===== src/rtl/tbus_pkg.sv =====
// Package for the telecom bus receiver.
// Holds the bus geometry and the slot type that the submodules share.
package tbus_pkg;
    localparam int NUM_SLOTS = 3;
    localparam int DATA_W    = 8;
    localparam int SLOT_W    = $clog2(NUM_SLOTS + 1);
    typedef logic [SLOT_W-1:0] slot_t;
endpackage


===== src/rtl/tbus_slot_track.sv =====
// Slot tracker.
// Gives the time slot of the byte on the bus in the current cycle.
// A J0 byte always belongs to slot 0 and sets the counter back to it.
// Assumes one byte per clock and a bus with no gaps.
module tbus_slot_track #(
    parameter int NUM_SLOTS = tbus_pkg::NUM_SLOTS,
    parameter int SLOT_W    = tbus_pkg::SLOT_W
) (
    input  logic              clk,
    input  logic              rst_n,
    input  logic              is_j0,
    output logic [SLOT_W-1:0] slot_now,
    output logic              aligned_now
);
    localparam logic [SLOT_W-1:0] LAST = SLOT_W'(NUM_SLOTS - 1);

    logic [SLOT_W-1:0] cnt_q;
    logic              aligned_q;

    // Current slot: a J0 byte forces slot 0, otherwise the counter value.
    always_comb begin
        slot_now    = is_j0 ? '0 : cnt_q;
        aligned_now = aligned_q | is_j0;
    end

    // Step the counter modulo NUM_SLOTS and remember the first alignment.
    always_ff @(posedge clk) begin
        if (!rst_n) begin
            cnt_q     <= '0;
            aligned_q <= 1'b0;
        end else begin
            cnt_q     <= (slot_now == LAST) ? '0 : slot_now + 1'b1;
            aligned_q <= aligned_now;
        end
    end
endmodule


===== src/rtl/tbus_par_check.sv =====
// Parity checker.
// Checks every bus byte against its parity bit with the configured sense.
// Raises a one-cycle pulse that carries the slot of the bad byte, and a
// sticky flag. The sticky flag clears on err_clr; a new error wins over it.
module tbus_par_check #(
    parameter int DATA_W = tbus_pkg::DATA_W,
    parameter int SLOT_W = tbus_pkg::SLOT_W
) (
    input  logic              clk,
    input  logic              rst_n,
    input  logic [DATA_W-1:0] data,
    input  logic              par,
    input  logic              even,
    input  logic              clr,
    input  logic [SLOT_W-1:0] slot,
    output logic              err_pulse,
    output logic [SLOT_W-1:0] err_slot,
    output logic              err_sticky
);
    logic err_now;

    // Odd sense expects a reduction XOR of 1, even sense expects 0.
    always_comb err_now = (^{data, par}) ^ ~even;

    // Register the pulse and the slot tag, and keep the sticky flag.
    always_ff @(posedge clk) begin
        if (!rst_n) begin
            err_pulse  <= 1'b0;
            err_slot   <= '0;
            err_sticky <= 1'b0;
        end else begin
            err_pulse  <= err_now;
            err_slot   <= slot;
            err_sticky <= err_now | (err_sticky & ~clr);
        end
    end
endmodule


===== src/rtl/tbus_slot_rx.sv =====
// Telecom bus time-slot receiver (top).
// Takes one of the interleaved STS-1 slots from the bus and classifies its
// bytes from the markers. Every output is registered one clock after the input.
// Assumes cfg_slot only changes while the selected slot is not in use.
module tbus_slot_rx
    import tbus_pkg::*;
(
    input  logic              clk,
    input  logic              rst_n,
    input  logic [DATA_W-1:0] bus_data,
    input  logic              bus_par,
    input  logic              mk_spe,
    input  logic              mk_ptr,
    input  logic              mk_v1,
    input  logic [SLOT_W-1:0] cfg_slot,
    input  logic              cfg_even,
    input  logic              err_clr,
    output logic [DATA_W-1:0] out_data,
    output logic              out_valid,
    output logic              out_spe,
    output logic              out_j1,
    output logic              out_v1,
    output logic              par_err_pulse,
    output logic [SLOT_W-1:0] par_err_slot,
    output logic              par_err_sticky
);
    localparam slot_t SLOT_OFF = slot_t'(NUM_SLOTS);

    logic  is_j0;
    slot_t slot_now;
    logic  aligned_now;
    logic  sel;

    // J0 byte: pointer marker high outside the payload and not a V1 byte.
    always_comb is_j0 = mk_ptr & ~mk_spe & ~mk_v1;

    tbus_slot_track #(.NUM_SLOTS(NUM_SLOTS), .SLOT_W(SLOT_W)) u_track (
        .clk        (clk),
        .rst_n      (rst_n),
        .is_j0      (is_j0),
        .slot_now   (slot_now),
        .aligned_now(aligned_now)
    );

    // Select: aligned, the slot matches, and the slot is a legal one.
    always_comb sel = aligned_now && (cfg_slot < SLOT_OFF) && (slot_now == cfg_slot);

    // Output stage: register the byte and its classification flags.
    always_ff @(posedge clk) begin
        if (!rst_n) begin
            out_data  <= '0;
            out_valid <= 1'b0;
            out_spe   <= 1'b0;
            out_j1    <= 1'b0;
            out_v1    <= 1'b0;
        end else begin
            out_data  <= bus_data;
            out_valid <= sel;
            out_spe   <= sel & mk_spe;
            out_j1    <= sel & mk_ptr & mk_spe & ~mk_v1;
            out_v1    <= sel & mk_ptr & mk_v1;
        end
    end

    tbus_par_check #(.DATA_W(DATA_W), .SLOT_W(SLOT_W)) u_par (
        .clk       (clk),
        .rst_n     (rst_n),
        .data      (bus_data),
        .par       (bus_par),
        .even      (cfg_even),
        .clr       (err_clr),
        .slot      (slot_now),
        .err_pulse (par_err_pulse),
        .err_slot  (par_err_slot),
        .err_sticky(par_err_sticky)
    );
endmodule


===== config.mk =====
export PLATFORM = sky130hd
export DESIGN_NAME = tbus_slot_rx
export DESIGN_NICKNAME = d
export VERILOG_FILES = /design/src/rtl/tbus_pkg.sv /design/src/rtl/tbus_slot_track.sv /design/src/rtl/tbus_par_check.sv /design/src/rtl/tbus_slot_rx.sv
export SDC_FILE = /design/constraint.sdc
export NUM_CORES = 1
export LEC_CHECK = 0
export BUFFER_PORTS_ARGS = -buffer_cell sky130_fd_sc_hd__buf_4
export CORE_ASPECT_RATIO = 0.8
export CORE_MARGIN = 5
export CORE_UTILIZATION = 25
export DETAILED_ROUTE_END_ITERATION = 12
export GPL_ROUTABILITY_DRIVEN = 0
export GPL_TIMING_DRIVEN = 0
export PLACE_DENSITY = 0.6
export SLEW_MARGIN = 30
export SYNTH_ARGS = -nofsm -noshare
export SYNTH_HDL_FRONTEND = slang
export SYNTH_SLANG_ARGS = --single-unit

===== constraint.sdc =====
create_clock -name clk -period 1.4 [get_ports clk]
set_clock_uncertainty 0.1 [all_clocks]
set_input_delay 0.28 -clock clk [delete_from_list [all_inputs] [get_ports clk]]
set_output_delay 0.28 -clock clk [all_outputs]
set_load 0.01 [all_outputs]

; ---- After elaboration in Yosys (flattened, before gate mapping)
; Cells that the tools add are included.
[word_totals]
in_bits = 18
out_inout_bits = 16
ff_bits = 19
elab_cells = 35
[op_classes]
n_bitwise = 16
mux = 1
add_sub_neg = 1
reduce_logical = 4
eq_ne = 2
order_cmp = 1
[op_table]
columns = operator, count
row1 = $reduce_xor 9->1, 1
row2 = $and 1x1->1, 8
row3 = $not 1->1, 5
row4 = $add 2x1->2 const B, 1
row5 = $eq 2x2->1, 1
row6 = $eq 2x2->1 const B, 1
row7 = $logic_and 1x1->1, 2
row8 = $lt 2x2->1 const B, 1
row9 = $mux 2, 1
row10 = $or 1x1->1, 2
row11 = $reduce_or 2->1, 1
row12 = $xor 1x1->1, 1

; ---- Logic depth before layout (Yosys ltp)
[logic_depth]
word_depth = 9
mapped_depth = 5

; ---- Cells and area by module
; A second synthesis with hierarchy kept.
[unflattened]
hier_cells = 61
area_unflattened_um2 = 690.7
[modules_own_cells]
columns = mod, area_per_inst_um2, instances, cells_each
row1 = tbus_slot_rx, 372.9, 1, 32
row2 = tbus_par_check, 196.4, 1, 17
row3 = tbus_slot_track, 121.4, 1, 12

; ---- Worst setup path after synthesis
; No wires, ideal clock.
[synth_timing]
path_kind = input to register
startpoint = input port mk_spe
endpoint = register u_track.cnt_q[0]
t_arrival_ns = 1.258
path_slack_ns = -0.028
n_path_buf = 0
setup_ns = 0.070
path_stages = 5
cell_sequence = or3b_4 and2_4 ha_1 nand2b_1 a21oi_1
[synth_via]
elab_chain_len = 6
elab_cells_between_ends = 7
classes_between = 1 x add/sub / 1 x eq/ne / 1 x mux / 3 x bitwise / 1 x reduce/logical
[synth_lines]
columns = element, line
row1 = start: declaration, tbus_slot_rx.sv:12  ; input logic mk_spe,
row2 = $not 1->1, tbus_slot_rx.sv:35  ; always_comb is_j0 = mk_ptr & ~mk_spe & ~mk_v1;
row3 = $and 1x1->1 (2 in a row), tbus_slot_rx.sv:35
row4 = $mux 2, tbus_slot_track.sv:22  ; slot_now = is_j0 ? '0 : cnt_q;
row5 = named net slot_now[1], tbus_slot_rx.sv:30  ; slot_t slot_now;
row6 = $eq 2x2->1, tbus_slot_track.sv:32  ; cnt_q <= (slot_now == LAST) ? '0 : slot_now + 1'b1;
row7 = $reduce_or 2->1 (no source line), n/a
row8 = end signal: assignment, tbus_slot_track.sv:32
row9 = end: declaration, tbus_slot_track.sv:17  ; logic [SLOT_W-1:0] cnt_q;
; The timed path passes the listed nets, and every way through them passes these cells.
; A chain may end at the register's enable or synchronous reset.

; ---- Final worst setup path
[layout_timing]
startpoint = input port mk_v1
endpoint = register out_spe
[layout_via]
elab_chain_len = 6
elab_cells_between_ends = 8
classes_between = 1 x eq/ne / 1 x mux / 4 x bitwise / 2 x reduce/logical
[layout_lines]
columns = element, line
row1 = start: declaration, tbus_slot_rx.sv:14  ; input logic mk_v1,
row2 = $not 1->1, tbus_slot_rx.sv:35
row3 = $and 1x1->1, tbus_slot_rx.sv:35
row4 = $mux 2, tbus_slot_track.sv:22
row5 = named net slot_now[1], tbus_slot_rx.sv:30
row6 = $eq 2x2->1, tbus_slot_rx.sv:46  ; always_comb sel = aligned_now && (cfg_slot < SLOT_OFF) && (slot_now == cfg_slot);
row7 = $logic_and 1x1->1, tbus_slot_rx.sv:46
row8 = $and 1x1->1, tbus_slot_rx.sv:59  ; out_spe <= sel & mk_spe;
row9 = end signal: assignment, tbus_slot_rx.sv:59
row10 = end: declaration, tbus_slot_rx.sv:20  ; output logic out_spe,
; The timed path passes the listed nets, and every way through them passes these cells.

==> impl_metrics.json <==
{
  "initial_utilization_pct": 26.0,
  "fill_cells": 269,
  "synth.avg_cell_area_um2": 11.3,
  "crit_type": "input pin to register",
  "synth_common_cells": "dfxtp_1 (19), xnor2_1 (9), and2_1 (8)",
  "p_leak_nw": 0.468,
  "clk_pin_slew_worst_paths_ps": 100,
  "cp.required_ps": 1450,
  "end_kind": "register",
  "antenna_cells": 0,
  "dieArea_mm2": 0.00403,
  "whs_path_depth": 2,
  "netlist_area_um2": 713,
  "p_per_area_mw_per_mm2": 1090,
  "ir_drop_uv": 493,
  "io_pins": 34,
  "antenna_found_initial": 0,
  "cts_max_path_buffers": 2,
  "hp-class": "input pin to register",
  "firstDrtPassIters": 4,
  "r2r_end": "out_valid",
  "cp_max_fo": 6,
  "cts_buffers": 3,
  "holdPathEnd": "out_data[2]",
  "layout.nets": 120,
  "synthCells": 63,
  "holdBufCountCts": 0,
  "min_period_over_period_pct": 91.0,
  "multi_input_area_um2": 333,
  "status": "finished clean",
  "r2r_start": "u_track.aligned_q",
  "min_from": "bus_data[2]",
  "r2r_slack_ps": 250,
  "grt_pass1_vias": 514,
  "worstSkewPairLatency_ps": 290,
  "synth_flop_cell": "dfxtp_1",
  "post-route-util_pct": 38.0,
  "route.antenna.remaining_nets": 0,
  "port_buffers": 33,
  "cp-start-kind": "input pin",
  "wl_per_cell_um": 10.3,
  "vias_per_cell": 3.91,
  "synth_nets": 82,
  "hold_violations": 0,
  "cts_setup_buffers": 0,
  "min_period_ps": 1270,
  "yosysMostFrequentCell": "dfxtp_1",
  "cts.sink_count": 19,
  "vias": 539,
  "max_slew.worst_pin.slew_ps": 620,
  "final_layout_size_suffix_gt1_share_pct": 47.0,
  "hpwl_um": 1190,
  "ys_seq_elements": 19,
  "finalSetupViolCount": 0,
  "tns_ps": 0,
  "grt_pass1_wl_um": 2260,
  "wirelength_um": 1420,
  "fmax_ghz": 0.785,
  "ys_types": 23,
  "cts_root_buffer": "clkbuf_4",
  "die_h_um": 57.8,
  "cts_resized": 0,
  "ff_latch_area_um2": 380,
  "synth_seq_area_share_pct": 53.3,
  "cp.arrival_ps": 1330,
  "drv_cap": 0,
  "first_iter_violations": 17,
  "yosysWarnings": 0,
  "cts_tree": "yes",
  "yosys.area.top_type": "dfxtp_1",
  "synth.top_cell.area_share_pct": 53.3,
  "ff2ff_path_depth": 2,
  "route.detailed.drc": 0,
  "die_w_um": 69.7,
  "syn_to_final_growth_pct": 46.1,
  "num_rows": 17,
  "htree_num_levels": 1,
  "rsz0062_at_grt": "no",
  "async_flop_share_pct": 0,
  "synthTopCellsByArea": "dfxtp_1 (53%), xnor2_1 (11%), and2_1 (7.0%)",
  "grt_use_total_pct": 7.46,
  "core_area_mm2": 0.00274,
  "drv_slew": 0,
  "relSlewSlack_pct": 58.2,
  "overflow": 0,
  "grt_max_degree": 11,
  "synth-edff-count": 0,
  "timing.hold.ws_ps": 107
}
-- registers in the layout (all words and copies together), names as in the netlist --
register	count
out_data	8
u_par.err_slot	2
u_track.cnt_q	2
out_j1	1
out_spe	1
out_v1	1
out_valid	1
u_par.err_pulse	1
u_par.err_sticky	1
u_track.aligned_q	1
-- worst max-delay path, stage by stage --
cell	delay [ps]
buf_4	120
or3b_4	430
and2_4	160
a21oi_2	240
nor3_1	100
-- worst max-delay path by stage --
| stage | slack [ps] | endpoint | depth (start not counted) | from |
|---|---|---|---|---|
| floorplan | 1 | u_track.cnt_q[0] | 5 | mk_v1 |
| global placement | -170 | out_valid | 5 | mk_v1 |
| detailed placement | -170 | u_track.cnt_q[0] | 6 | mk_v1 |
| CTS | 150 | u_track.cnt_q[0] | 6 | mk_v1 |
| global route | 130 | u_track.cnt_q[0] | 6 | mk_v1 |
| finish | 130 | out_spe | 5 | mk_v1 |
-- cells by family (layout without fill, tap and decap cells) --
family,after synthesis,after routing,share of synthesized area [%]
buf+inv,2,39,1.05
compound gates,5,5,4.91
flops,19,19,53.3
xor+xnor,10,10,14.2
fa+ha+maj,1,1,1.75
simple gates,26,26,24.7
-- per-stage QoR --
stage               cells  power, mW  setup slack, ps  cell area (um^2)
floorplan              63      0.770             1.44               721
finish                138       1.14              125              1040
CTS                   138       1.17              149              1040
global placement      134      0.887             -170              1020
global route          138       1.23              132              1040
detailed placement    134      0.893             -174              1020
-- layout by cell type (no fill, tap or decap) --
cell	instances
nand2b_1	1
a21boi_0	1
clkbuf_4	3
a21oi_2	2
xnor3_1	1
or3b_4	1
nand2_2	1
xnor2_1	9
nor2_1	2
nand2b_4	1
and3_2	2
buf_4	33
a21oi_1	1
inv_1	1
or2b_1	1
and2b_2	1
nor4_2	2
o21ai_0	1
and2_1	8
ha_1	1
and2_4	1
nor2b_1	1
nor3_1	2
nand2_1	2
dfxtp_1	19
clkbuf_1	2
-- layer usage --
metal	track usage [%]	up-vias	part of all wire [%]
li1	-	279	-
met1	7.28	232	40
met5	0	-	0
met4	4.10	0	1.8
met3	4.16	2	9.3
met2	12.8	26	49
-- report_power, final --
part,leakage [nW],total [mW],internal [mW],switching (mW)
clock,0.0150,0.265,0.111,0.154
sequential,0.157,0.606,0.586,0.0197
combinational,0.296,0.268,0.157,0.111
-- layout make-up --
type                            instances  area share, %
Sequential cell                        19           36.5
Multi-Input combinational cell         42           31.9
Timing Repair Buffer                   33           23.8
Tap cell                               38           4.56
Clock buffer                            4           2.52
Buffer                                  1          0.360
Inverter                                1          0.360
No activity file was read; power rests on OpenSTA's default activity.
